### config.mk
export PLATFORM = sky130hd
export DESIGN_NAME = sfp_conceal
export DESIGN_NICKNAME = d
export VERILOG_FILES = /design/src/rtl/sfp_pkg.sv /design/src/rtl/sfp_parity.sv /design/src/rtl/sfp_hold_bank.sv /design/src/rtl/sfp_select.sv /design/src/rtl/sfp_conceal.sv
export SDC_FILE = /design/constraint.sdc
export NUM_CORES = 1
export LEC_CHECK = 0
export BUFFER_PORTS_ARGS = -buffer_cell sky130_fd_sc_hd__buf_2
export CAP_MARGIN = 20
export CORE_MARGIN = 2
export CORE_UTILIZATION = 57
export CTS_CLUSTER_SIZE = 25
export DETAILED_ROUTE_END_ITERATION = 10
export PLACE_DENSITY_LB_ADDON = 0.25
export SLEW_MARGIN = 15
export SYNTH_ARGS = -nofsm -noshare
export SYNTH_HDL_FRONTEND = slang
export SYNTH_SLANG_ARGS = --single-unit
### constraint.sdc
create_clock -name clk -period 2.8 [get_ports clk]
set_clock_uncertainty 0.1 [all_clocks]
set_input_delay 0.28 -clock clk [delete_from_list [all_inputs] [get_ports clk]]
set_output_delay 0.28 -clock clk [all_outputs]
set_load 0.02 [all_outputs]
### src/rtl/sfp_pkg.sv
package sfp_pkg;

    typedef enum logic {
        CH_LEFT  = 1'b0,
        CH_RIGHT = 1'b1
    } chan_e;

    typedef enum logic [1:0] {
        SRC_LIVE = 2'd0,
        SRC_HELD = 2'd1,
        SRC_ZERO = 2'd2
    } sample_src_e;

endpackage

### src/rtl/sfp_parity.sv
module sfp_parity #(
    parameter int WORD_W = 28
) (
    input  logic [WORD_W-1:0] word_i,
    output logic              odd_o
);
    logic [WORD_W:0] chain;

    assign chain[0] = 1'b0;

    for (genvar gi = 0; gi < WORD_W; gi++) begin : g_fold
        assign chain[gi+1] = chain[gi] ^ word_i[gi];
    end

    assign odd_o = chain[WORD_W];
endmodule

### src/rtl/sfp_hold_bank.sv
module sfp_hold_bank #(
    parameter int SAMPLE_W = 24,
    parameter int NCH      = 2,
    localparam int CH_W    = (NCH > 1) ? $clog2(NCH) : 1
) (
    input  logic                clk,
    input  logic                rst_n,
    input  logic                wr_en_i,
    input  logic [CH_W-1:0]     wr_ch_i,
    input  logic [SAMPLE_W-1:0] wr_data_i,
    input  logic [CH_W-1:0]     rd_ch_i,
    output logic [SAMPLE_W-1:0] rd_data_o
);
    typedef struct packed {
        logic [NCH-1:0][SAMPLE_W-1:0] slot;
    } bank_t;

    bank_t bank_d, bank_q;

    always_comb begin
        bank_d = bank_q;
        for (int ci = 0; ci < NCH; ci++) begin
            if (wr_en_i && (wr_ch_i == CH_W'(ci))) begin
                bank_d.slot[ci] = wr_data_i;
            end
        end
    end

    always_ff @(posedge clk) begin
        if (!rst_n) begin
            bank_q <= '0;
        end else begin
            bank_q <= bank_d;
        end
    end

    assign rd_data_o = bank_q.slot[rd_ch_i];
endmodule

### src/rtl/sfp_select.sv
module sfp_select
    import sfp_pkg::*;
#(
    parameter int SAMPLE_W = 24
) (
    input  logic                parity_bad_i,
    input  logic                non_pcm_i,
    input  logic                mute_en_i,
    input  logic [SAMPLE_W-1:0] live_i,
    input  logic [SAMPLE_W-1:0] held_i,
    output logic                mute_o,
    output logic [SAMPLE_W-1:0] sample_o
);
    sample_src_e src;

    always_comb begin
        mute_o = non_pcm_i && mute_en_i;
        if (mute_o) begin
            src = SRC_ZERO;
        end else if (parity_bad_i && !non_pcm_i) begin
            src = SRC_HELD;
        end else begin
            src = SRC_LIVE;
        end
        case (src)
            SRC_HELD: sample_o = held_i;
            SRC_ZERO: sample_o = '0;
            default:  sample_o = live_i;
        endcase
    end
endmodule

### src/rtl/sfp_conceal.sv
module sfp_conceal
    import sfp_pkg::*;
#(
    parameter int SAMPLE_W = 24,
    parameter int AUX_W    = 3,
    localparam int WORD_W  = SAMPLE_W + AUX_W + 1,
    localparam int NCH     = 2
) (
    input  logic                clk,
    input  logic                rst_n,
    input  logic                sf_valid,
    input  logic [WORD_W-1:0]   sf_word,
    input  logic                sf_right,
    input  logic                non_pcm,
    input  logic                npcm_mute_en,
    output logic                out_valid,
    output logic [SAMPLE_W-1:0] out_sample,
    output logic                out_right,
    output logic                par_err,
    output logic                muted
);
    typedef struct packed {
        logic                valid;
        logic [SAMPLE_W-1:0] sample;
        logic                right;
        logic                err;
        logic                muted;
    } res_t;

    res_t res_d, res_q;

    logic                odd;
    logic                keep_good;
    logic                mute_now;
    logic [SAMPLE_W-1:0] held;
    logic [SAMPLE_W-1:0] picked;
    chan_e               chan;

    assign chan = chan_e'(sf_right);

    sfp_parity #(
        .WORD_W (WORD_W)
    ) u_parity (
        .word_i (sf_word),
        .odd_o  (odd)
    );

    assign keep_good = sf_valid && !odd && !non_pcm;

    sfp_hold_bank #(
        .SAMPLE_W (SAMPLE_W),
        .NCH      (NCH)
    ) u_bank (
        .clk       (clk),
        .rst_n     (rst_n),
        .wr_en_i   (keep_good),
        .wr_ch_i   (chan),
        .wr_data_i (sf_word[SAMPLE_W-1:0]),
        .rd_ch_i   (chan),
        .rd_data_o (held)
    );

    sfp_select #(
        .SAMPLE_W (SAMPLE_W)
    ) u_select (
        .parity_bad_i (odd),
        .non_pcm_i    (non_pcm),
        .mute_en_i    (npcm_mute_en),
        .live_i       (sf_word[SAMPLE_W-1:0]),
        .held_i       (held),
        .mute_o       (mute_now),
        .sample_o     (picked)
    );

    always_comb begin
        res_d       = res_q;
        res_d.valid = 1'b0;
        if (sf_valid) begin
            res_d.valid  = 1'b1;
            res_d.sample = picked;
            res_d.right  = (chan == CH_RIGHT);
            res_d.err    = odd;
            res_d.muted  = mute_now;
        end
    end

    always_ff @(posedge clk) begin
        if (!rst_n) begin
            res_q <= '0;
        end else begin
            res_q <= res_d;
        end
    end

    assign out_valid  = res_q.valid;
    assign out_sample = res_q.sample;
    assign out_right  = res_q.right;
    assign par_err    = res_q.err;
    assign muted      = res_q.muted;
endmodule

# Yosys cells after proc, flatten, opt, wreduce, memory -nomap -nowiden
# Index checks and enable logic that the tools add are counted.
dict set report totals {
  register_bits 76
  input_bits 34
  word_cells 52
  output_inout_bits 28
}
dict set report classes {
  bitwise_logic 28
  n_mux 6
  eq_ne 2
  n_lt_le_gt_ge 1
  reduce_logical 8
}
# op count
set op_table {}
lappend op_table {{24-bit 2-to-1 mux} 2}
lappend op_table {{24-bit case mux with 2 select lines} 1}
lappend op_table {{28-bit 2-to-1 mux} 1}
lappend op_table {{1-bit XOR} 27}
lappend op_table {{1-bit logical AND} 6}
lappend op_table {{2-bit by 1-bit == test with 1-bit output (second input constant)} 1}
lappend op_table {{2-bit == test (second input constant)} 1}
lappend op_table {{1-bit zero test} 2}
lappend op_table {{1-bit by 2-bit < comparator with 1-bit output (second input constant)} 1}
lappend op_table {{2-bit 2-to-1 mux} 1}
lappend op_table {{1-bit 2-to-1 mux} 1}
lappend op_table {{1-bit inverter} 1}

# Logic depth before layout (Yosys ltp)
# Gate-level depths: netlist of run 1.
dict set report logic_depth {
  ltp_word 33
  ltp_mapped 8
  depth_no_buf 6
}

# Hierarchy
# A second synthesis of run 1 with hierarchy kept.
dict set report unflattened {
  cells_unflattened 384
  area_unflattened_um2 4141.5
}
# mod instances cells_each seq_area_each_um2 area_per_inst_um2
set by_module_without_submodules {}
lappend by_module_without_submodules {sfp_hold_bank 1 211 960.9 2129.5}
lappend by_module_without_submodules {sfp_conceal 1 89 560.5 1059.8}
lappend by_module_without_submodules {sfp_select 1 59 0.0 698.2}
lappend by_module_without_submodules {sfp_parity 1 25 0.0 254.0}

# Worst setup path after synthesis of run 1
# OpenSTA, ideal clock, no wires.
dict set report synth_timing {
  path_type {input to register}
  from {input port sf_word[3]}
  to {register u_bank.bank_q[24] in the netlist's numbering}
  path_buffers 2
  path_stages 8
  setup_time_ns 0.072
  required_time_ns 2.628
  t_arrival_ns 1.918
  path_slack_ns 0.710
  path_cell_list {xnor2_1 -> xnor2_1 -> xnor3_1 -> xnor3_2 -> and4b_1 -> buf_6 -> buf_12 -> mux2i_1}
}
dict set report synth_via {
  elab_chain_cells 29
}
# item line
set synth_lines {}
lappend synth_lines {{from (decl)} sfp_conceal.sv:12} ;# input logic [WORD_W-1:0] sf_word,
lappend synth_lines {{1-bit XOR (25 in series)} sfp_parity.sv:12} ;# assign chain[gi+1] = chain[gi] ^ word_i[gi];
lappend synth_lines {{1-bit zero test} sfp_conceal.sv:48} ;# assign keep_good = sf_valid && !odd && !non_pcm;
lappend synth_lines {{1-bit logical AND (2 in series)} sfp_conceal.sv:48}
lappend synth_lines {{1-bit logical AND} sfp_hold_bank.sv:23} ;# if (wr_en_i && (wr_ch_i == CH_W'(ci))) begin
lappend synth_lines {{to (signal assigned)} sfp_hold_bank.sv:33} ;# bank_q <= bank_d;
lappend synth_lines {{to (decl)} sfp_hold_bank.sv:18} ;# bank_t bank_d, bank_q;
# No other way between the ends.
# A chain may end at the register's enable or synchronous reset.

# Worst setup path after layout of run 1
dict set report layout_timing {
  from {input port sf_word[3]}
  to {register u_bank.bank_q[38] in the netlist's numbering}
}
# Same word-level chain as after synthesis.

==> results of run 1 <==
[cell type report]
cell class / count / area [µm²]
clock inverter: 1 / 30.0
fill: 566 / 2270
clock buffer: 13 / 179
timing repair buffer: 71 / 418
multi-input combinational: 301 / 2260
sequential: 76 / 1520
tap: 96 / 120
[critical path: cells and delay by family]
family                 cells  cell delay, ns
XOR/XNOR                   4            1.13
buffers and inverters      3            0.56
AND/OR/NAND/NOR            1            0.28
multiplexers               1            0.21
[flip-flops by register name (all words and copies together), names as in the netlist]
| signal | cells |
|---|---|
| u_bank.bank_q | 48 |
| out_sample | 24 |
| muted | 1 |
| out_right | 1 |
| out_valid | 1 |
| par_err | 1 |
[how the worst max path moves through the flow]
stage	slack, ns	to	depth (start not counted)
after floorplan	0.71	u_bank.bank_q[24]$_SDFFE_PN0P_	8
after global placement	0.27	u_bank.bank_q[36]$_SDFFE_PN0P_	9
after detailed placement	0.18	u_bank.bank_q[37]$_SDFFE_PN0P_	9
after CTS	0.52	u_bank.bank_q[38]$_SDFFE_PN0P_	9
after global routing	0.43	u_bank.bank_q[41]$_SDFFE_PN0P_	9
final	0.50	u_bank.bank_q[38]$_SDFFE_PN0P_	9
[logic make-up (layout without fill, tap and decap cells)]
kind of cell / count (synthesis) / in the layout / share of synthesized area [%]
muxes: 73 / 73 / 18.3
and+or+nand+nor: 153 / 153 / 18.8
AOI/OAI and AO/OA: 50 / 50 / 13.0
xor gates and xnor gates: 25 / 25 / 6.39
DFF: 76 / 76 / 38.1
buffers and inverters: 38 / 85 / 5.42
[cell usage in the layout (no fill, tap or decap), types with 2 or more instances in the layout]
cell type,netlist,routed
xnor2_1,20,20
xor2_1,2,2
o21ai_0,24,24
dfxtp_1,76,76
mux2i_1,73,73
or3_1,23,23
buf_2,3,61
nand3b_1,24,24
buf_12,2,3
clkbuf_8,0,13
buf_4,2,7
a41oi_2,23,23
nand2_1,97,97
[per-layer routing]
metal  GRT usage [%]  share of wire, %  up-vias
met5               0                 0        -
li1                -                 -     1532
met1            29.3                44     1486
met4            6.57               1.3        0
met3            6.31               5.2        9
met2            38.2                49       95
[power breakdown]
group / leakage, nW / total [mW] / internal [mW] / switching (mW)
clock network: 0.108 / 0.886 / 0.500 / 0.385
logic: 1.10 / 1.18 / 0.454 / 0.729
registers: 0.620 / 1.26 / 1.21 / 0.0578
total: 1.82 / 3.33 / 2.16 / 1.17
==> results by group, run 1 <==
Layout
  • Share of cells above drive strength 1: 24.5%
  • Post-layout util: 66.6%
  • Final net count: 493
  • Ant. Diodes: 0
  • Post-route cell area: 4530 µm²
  • Area delta synth->final: 13.3%
  • Non-filler instance count after layout: 558

Floorplanning
  • Area of the die: 7690 µm²
  • Die height: 87.7 µm
  • Total core area: 6790 µm²
  • Initial Util: 58.8%
  • Horiz. Die Dim: 87.7 µm
  • # rows: 30
  • I/O Pins: 62

STA
  • Achievable frequency: 435 MHz
  • Crit share post-route: 82.2%
  • Final setup fails: 0
  • Worst setup margin: 0.500 ns
  • Final max-slew violation count: 0
  • Final Critical Period: 2.30 ns
  • Worst Tran Pin Value: 0.738 ns
  • Sum Neg Setup Slack: 0 ns
  • Final hold violations: 0
  • Headroom to the max-slew limit: 50.8%
  • Final hold slack: 0.132 ns
  • RSZ-0062 raised after global routing: false

Synthesis
  • Post-Syn Area per Cell: 9.62 µm²
  • Share of the synthesized area in the top cell type: 38.1%
  • Ys flop type: dfxtp_1
  • Post-synth EDFFs: 0
  • Yosys cell types: 29
  • Sequential area share after synthesis: 38.1%
  • Post-synthesis cell area: 3990 µm²
  • Yosys warning count: 0
  • Most frequent cell after synthesis: nand2_1
  • Async set or reset register ratio after synthesis: 0%
  • Yosys reg bits: 76
  • Synth cell count leaders: 97 x nand2_1, 76 x dfxtp_1, 73 x mux2i_1
  • Mapped Nets: 449
  • Synth area leader: dfxtp_1
  • Ranking of synthesized cells by area: dfxtp_1 38%, mux2i_1 18%, a41oi_2 9.4%, nand2_1 9.1%, nand3b_1 4.5%
  • Cells after Synth: 415

Critical path
  • Worst reg-to-reg setup slack: 1.59 ns
  • Crit-path cells: buf_2 -> xnor2_1 -> xnor2_1 -> xnor3_1 -> xnor3_2 -> buf_4 -> and4b_1 -> buf_12 -> mux2i_1
  • R2r startpoint: u_bank.bank_q[24]$_SDFFE_PN0P_
  • Setup crit end kind: flip-flop
  • Slowest CP cell: xnor3_1
  • Worst r2r dst: out_sample[0]$_SDFFE_PN0P_
  • CP max FO: 18
  • Setup crit start kind: primary input
  • Launch point of the worst path: sf_word[3]
  • CP Data Required Time: 2.97 ns
  • Max incr delay on CP: 0.46 ns
  • Critical Path AT: 2.47 ns
  • Path depth of the worst reg2reg path: 3
  • Critical path class: primary input to flip-flop
  • CP most frequent cell: xnor2_1

GRT
  • Grt total ovfl: 0
  • Pin count of the biggest net entering global routing: 101
  • First-pass GRT wire length: 13.9 mm
  • Total track usage: 22.9%
  • Initial antenna violation count: 0
  • Vias in the first global route: 2892

Min path
  • Hold Startpoint: npcm_mute_en
  • Hold Path Depth: 3
  • End of the worst hold path: muted$_SDFFE_PN0P_
  • Worst Hold Class: primary input to flip-flop

Outcome
  • Status: completed

Clock tree
  • Post-cts gate resize count: 0
  • Maximum clock path buffer count: 2
  • Sink Count: 76
  • CTS tree: done
  • H-tree Lvls: 3
  • Worst skew pair latency: 0.34 ns
  • Hold-fix buffers, CTS: 0
  • Worst-path clk slew: 0.07 ns
  • Root buf cell: clkbuf_8
  • Number of setup buffers added after CTS: 0
  • Number of buffers created by CTS: 9

Drt
  • DRT antenna net count: 0
  • WL final: 8.53 mm
  • Vias: 3122
  • Vias per cell: 5.59
  • Iteration-0 DRC Markers: 205
  • WL/cell: 15.3 µm
  • First-pass DRT Iterations: 4
  • DRC: 0

Placement
  • Place WS: 0.180 ns
  • Gpl congestion: 0.717
  • Port-buffer cells: 61
  • Detailed placement HPWL: 5.33 mm
  • Inst Count DP: 544
  • Post-DP Area: 4320 µm²

Power
  • Total power: 3.33 mW
  • LEAKAGE: 1.82 nW
  • Pwr/cell area: 736 nW/µm²
  • Max rail drop VDD: 0.395 mV

Job
  • Max cap viols: 0
No activity file was read; power rests on OpenSTA's default activity.
==> run 2, diff against run 1 <==
- CORE_UTILIZATION: 57 -> 51
- clock period: 2.8 -> 2.1 ns (I/O delays scaled with it)
==> run 2 against run 1 <==
Effect of this change:
- first-iteration DRC count is 40% lower
- register-to-register slack got worse by 0.70 ns
- global-route usage down 0.85 points
- worst hold slack worse by 0.058 ns
- power grew 44%
- via count grew 2.8%
- cell count rose by 7.0%
- clock-buffer cell count is 1 lower
- sequential share of layout area decreased by 2.1 points
- critical path type unchanged
- cell area rose by 6.7%
- non-clock buffer count is 31 higher
- largest cell class unchanged
==> results by group, run 2 (same netlist as run 1, synthesis figures left out) <==
Placement
  • Post-DP Area: 4570 µm² (+5.9%)
  • Detailed placement HPWL: 6.03 mm (+13%)
  • Port-buffer cells: 61 (unchanged)
  • Gpl congestion: 0.767 (+7.0%)

Critical path
  • R2r startpoint: u_bank.bank_q[0]$_SDFFE_PN0P_
  • Worst reg-to-reg setup slack: 0.89 ns (-0.70 ns)
  • Critical path class: primary input to flip-flop
  • Setup crit end kind: flip-flop
  • CP max FO: 29 (+11)
  • CP Data Required Time: 2.27 ns (-0.70 ns)
  • Path depth of the worst reg2reg path: 3 (unchanged)
  • Worst r2r dst: out_sample[0]$_SDFFE_PN0P_
  • Setup crit start kind: primary input
  • Critical Path AT: 2.14 ns (-0.33 ns)

Min path
  • End of the worst hold path: muted$_SDFFE_PN0P_
  • Worst Hold Class: primary input to flip-flop
  • Hold Path Depth: 3 (unchanged)
  • Hold Startpoint: npcm_mute_en

Job
  • Max cap viols: 0 (unchanged)

Clock tree
  • Maximum clock path buffer count: 2 (unchanged)
  • Root buf cell: clkbuf_8
  • Number of setup buffers added after CTS: 0 (unchanged)
  • Sink Count: 76 (unchanged)
  • Hold-fix buffers, CTS: 0 (unchanged)
  • CTS tree: done
  • Worst skew pair latency: 0.34 ns (about the same)
  • Number of buffers created by CTS: 9 (unchanged)
  • H-tree Lvls: 3 (unchanged)
  • Worst-path clk slew: 0.08 ns (about the same)

Layout
  • Area delta synth->final: 20.9%
  • Max reg flops: 48 (unchanged)
  • Share of cells above drive strength 1: 29.5% (+5.0 points)
  • Post-route cell area: 4830 µm² (+6.7%)
  • Final net count: 524 (+6.3%)
  • Leading cell type in the layout, fill and taps excluded: nand2_1
  • Ant. Diodes: 0 (unchanged)
  • Most frequent cells in the layout: 97 x nand2_1, 76 x dfxtp_1, 73 x mux2i_1, 61 x buf_2, 37 x buf_4
  • Post-layout util: 63.1% (-3.5 points)
  • Biggest register: u_bank.bank_q

Drt
  • WL final: 8.92 mm (+4.6%)
  • DRC: 0 (unchanged)
  • Iteration-0 DRC Markers: 122 (-40%)
  • DRT antenna net count: 0 (unchanged)
  • Vias per cell: 5.38 (-3.9%)
  • First-pass DRT Iterations: 6 (+2)
  • WL/cell: 14.9 µm (-2.3%)
  • Vias: 3209 (+2.8%)

GRT
  • Pin count of the biggest net entering global routing: 101 (unchanged)
  • First-pass GRT wire length: 15.2 mm (+9.0%)
  • Total track usage: 22.1% (-0.85 points)
  • Vias in the first global route: 3234 (+12%)
  • Grt total ovfl: 0 (unchanged)
  • Initial antenna violation count: 0 (unchanged)

STA
  • Sum Neg Setup Slack: 0 ns (unchanged)
  • Headroom to the max-slew limit: 68.8% (+18 points)
  • Worst Tran Pin Value: 0.469 ns (-0.269 ns)
  • Final hold violations: 0 (unchanged)
  • Final Critical Period: 1.96 ns
  • Final max-slew violation count: 0 (unchanged)
  • Achievable frequency: 509 MHz
  • Crit share post-route: 93.5%
  • RSZ-0062 raised after global routing: false
  • Final setup fails: 0 (unchanged)

Power
  • Max rail drop VDD: 0.591 mV (+50%)
  • Pwr/cell area: 992 nW/µm² (+35%)
  • LEAKAGE: 2.01 nW (+9.9%)

Floorplanning
  • Initial Util: 52.2% (-6.6 points)
  • Die height: 92.5 µm (+5.5%)
  • Horiz. Die Dim: 92.5 µm (+5.5%)
  • # rows: 32 (+6.7%)
  • Area of the die: 8560 µm² (+11%)
  • I/O Pins: 62 (unchanged)
  • Total core area: 7650 µm² (+13%)

Outcome
  • Status: completed
[run 2: changes by cell type in the layout (fill, tap and decap cells not counted), sizes merged]
cell / delta
clkinv: +1
bufinv: +2
clkbuf: -1
buf: +31
[run 2: timing repair]
action / 4_1_cts / 5_1_grt
hold endpoints to repair: 0 / 0
setup endpoints to repair: 0 / 27
resized for setup: 0 / 1
[run 2: layout make-up]
class                   count  area (µm²)
fillers                   639        2820
multi-input cells         301        2270
flip-flops and latches     76        1520
repair buffers            102         663
clock buffers              12         155
well taps                 102         128
clock inverters             4        95.1
[run 2: stage by stage]
step           total power [mW]  hold WS [ns]  std cells  setup slack, ns
3_5_place_dp               3.43         0.347        581           -0.302
5_1_grt                    5.07         0.106        597           0.0222
4_1_cts                    4.82        0.0609        597           0.0536
2_1_floorplan              3.00         0.272        415           0.0803
6_report                   4.79        0.0734        597            0.136
3_3_place_gp               3.38         0.341        581           -0.297
[run 2: where the power goes]
group	internal (mW)	switching (mW)
clock network	0.854	0.526
registers	1.61	0.0800
logic	0.719	1.00
total	3.18	1.61
[run 2: worst max path at each step]
stage,from,to,slack [ns],cells past startpoint
2_1_floorplan,sf_word[3],u_bank.bank_q[24]$_SDFFE_PN0P_,0.08,8
3_3_place_gp,sf_word[18],out_sample[17]$_SDFFE_PN0P_,-0.30,8
3_5_place_dp,sf_word[18],out_sample[17]$_SDFFE_PN0P_,-0.30,8
4_1_cts,sf_word[18],out_sample[17]$_SDFFE_PN0P_,0.05,8
5_1_grt,sf_word[25],u_bank.bank_q[34]$_SDFFE_PN0P_,0.02,8
6_report,sf_word[1],out_sample[17]$_SDFFE_PN0P_,0.14,8
[run 2: per-layer routing]
metal  wire, µm  global-route usage (%)  up-vias  share of wire, %
met5          0                       0        -                 0
met4         87                    5.72        0              0.98
met3        326                    4.23        9               3.7
met2       4320                    38.3       65                48
met1       4180                    28.2     1537                47
li1           -                       -     1598                 -
[run 2: worst max-delay path, stage by stage]
cell	delay [ns]
buf_2	0.11
xnor2_1	0.21
xnor2_1	0.19
xnor2_1	0.16
xnor3_2	0.51
buf_12	0.19
or3_1	0.38
a41oi_2	0.17
==> run 3, diff against run 2 <==
- PLACE_DENSITY: not set -> 0.76
- PLACE_DENSITY_LB_ADDON: 0.25 -> not set
==> run 3 against run 2 <==
Effect of this change:
- core utilization down 0.92 points
- clock-buffer cell count grew 2
- cell count did not move
- largest power group unchanged
- wire length decreased by 1.1%
- via count rose by 1.3%
- highest routed layer unchanged
- power fell by 7.5%
- first-iteration DRC count increased by 38%
==> results by group, run 3 (same netlist as run 1, synthesis figures left out) <==
Outcome
  • Status: completed

Layout
  • Biggest register: u_bank.bank_q
  • Sequential cell area: 1520 µm² (unchanged)
  • Share of cells above drive strength 1: 28.7% (-0.81 points)
  • Filler cells: 633 (-0.94%)
  • Ant. Diodes: 0 (unchanged)
  • Max reg flops: 48 (unchanged)
  • Most frequent cells in the layout: 97 x nand2_1, 76 x dfxtp_1, 73 x mux2i_1, 61 x buf_2, 35 x buf_4
  • Area delta synth->final: 19.1%
  • Leading cell type in the layout, fill and taps excluded: nand2_1
  • Multi-input logic area: 2260 µm² (-0.33%)
  • Post-layout util: 62.2% (-0.92 points)
  • Final net count: 524 (unchanged)

Drt
  • Met2 WL: 4.33 mm (about the same)
  • DRT antenna net count: 0 (unchanged)
  • WL/cell: 14.8 µm (-1.1%)
  • Met1 Wirelength: 3.97 mm (-4.9%)
  • Met3 Wirelength: 414 µm (+27%)
  • Iteration-0 DRC Markers: 168 (+38%)
  • Vias per cell: 5.45 (+1.3%)
  • First-pass DRT Iterations: 4 (-2)
  • DRC: 0 (unchanged)
  • Max layer used: met4
  • Vias: 3252 (+1.3%)
  • WL final: 8.82 mm (-1.1%)

Power
  • Max rail drop VDD: 0.541 mV (-8.4%)
  • LEAKAGE: 1.97 nW (-2.0%)
  • Total power: 4.43 mW (-7.5%)
  • Pwr/cell area: 931 nW/µm² (-6.1%)

GRT
  • Initial antenna violation count: 0 (unchanged)
  • Pin count of the biggest net entering global routing: 44 (-56%)
  • Total track usage: 21.8% (-0.31 points)
  • Grt total ovfl: 0 (unchanged)
  • Vias in the first global route: 3192 (-1.3%)
  • First-pass GRT wire length: 14.9 mm (-1.8%)

Placement
  • Detailed placement HPWL: 6.13 mm (+1.6%)
  • Place WS: -0.285 ns (+0.0175 ns)
  • Gpl congestion: 0.726 (-5.4%)
  • Port-buffer cells: 61 (unchanged)

Critical path
  • Critical path class: primary input to flip-flop
  • Setup crit end kind: flip-flop
  • Critical Path AT: 2.20 ns (+0.06 ns)
  • Setup crit start kind: primary input
  • CP max FO: 9 (-69%)
  • CP Data Required Time: 2.27 ns (about the same)

Clock tree
  • CTS tree: done
  • Worst skew pair latency: 0.35 ns (about the same)
  • Number of setup buffers added after CTS: 0 (unchanged)
  • H-tree Lvls: 3 (unchanged)
  • Post-cts gate resize count: 0 (unchanged)
  • Maximum clock path buffer count: 2 (unchanged)
  • Hold-fix buffers, CTS: 0 (unchanged)
  • Worst-path clk slew: 0.07 ns (about the same)
  • Root buf cell: clkbuf_8
  • Number of buffers created by CTS: 9 (unchanged)
  • Sink Count: 76 (unchanged)

Floorplanning
  • Total core area: 7650 µm² (unchanged)
  • # rows: 32 (unchanged)
  • Die height: 92.5 µm (unchanged)
  • I/O Pins: 62 (unchanged)
  • Initial Util: 52.2% (unchanged)
  • Area of the die: 8560 µm² (unchanged)
  • Horiz. Die Dim: 92.5 µm (unchanged)

STA
  • Worst Tran Pin Value: 0.492 ns (+0.0238 ns)
  • Worst setup margin: 0.0719 ns (-0.0639 ns)
  • Final Critical Period: 2.03 ns (+0.0639 ns)
  • Final max-slew violation count: 0 (unchanged)
  • Achievable frequency: 493 MHz (-3.2%)
  • Final hold slack: 0.0722 ns (-0.00112 ns)
  • RSZ-0062 raised after global routing: false
  • Crit share post-route: 96.6% (+3.0 points)
  • Final hold violations: 0 (unchanged)
  • Headroom to the max-slew limit: 67.2% (-1.6 points)
  • Final setup fails: 0 (unchanged)

Job
  • Max cap viols: 0 (unchanged)

Min path
  • Worst Hold Class: primary input to flip-flop
## run 3: cell count changes in the layout (fill, tap and decap cells not counted)
cell       delta
buf_12        +2
buf_4         -2
bufinv_16     -3
clkbuf_1      +3
clkbuf_8      -1
clkinv_2      +1
xnor2_1       +1
xnor2_2       -1
## run 3: metrics by stage
stage	instance area (µm²)	instances	setup TNS [ns]
after floorplan	3990	415	0
after global placement	4600	581	-9.40
after detailed placement	4600	581	-12.68
after CTS	4760	597	0
after global routing	4760	597	0
final	4760	597	0
## run 3: area by class of cell
cell class	instances	area share, %
multi-input cells	301	47.5
flip-flops and latches	76	32.0
repair buffers	102	14.5
clock buffers	14	3.21
well taps	102	2.68
clock inverters	2	0.210
## run 3: layer usage
layer,global-route usage [%],vias to the layer above
met3,4.64,9
met5,0,-
li1,-,1605
met4,7.34,0
met2,36.9,71
met1,27.5,1567
## run 3: critical path, cell delays in order
cell and delay [ns]:
buf_2 0.11, xor2_1 0.16, xnor2_1 0.27, xnor2_1 0.17, xnor3_2 0.48, buf_4 0.18, or3_2 0.44, a41oi_1 0.18
## run 3: path summary, 6_finish.rpt
kind / depth (start not counted) / slack [ns] / start / endpoint
max: 8 / 0.07 / sf_word[8] / out_sample[0]$_SDFFE_PN0P_
min: 3 / 0.07 / npcm_mute_en / muted$_SDFFE_PN0P_
max reg2reg: 3 / 0.92 / u_bank.bank_q[0]$_SDFFE_PN0P_ / out_sample[0]$_SDFFE_PN0P_
min reg2reg: 2 / 0.36 / u_bank.bank_q[37]$_SDFFE_PN0P_ / u_bank.bank_q[37]$_SDFFE_PN0P_
## run 3: power by group
part,internal (mW),switching (mW)
Clock,0.460,0.506
Sequential,1.61,0.0784
Combinational,0.783,0.994
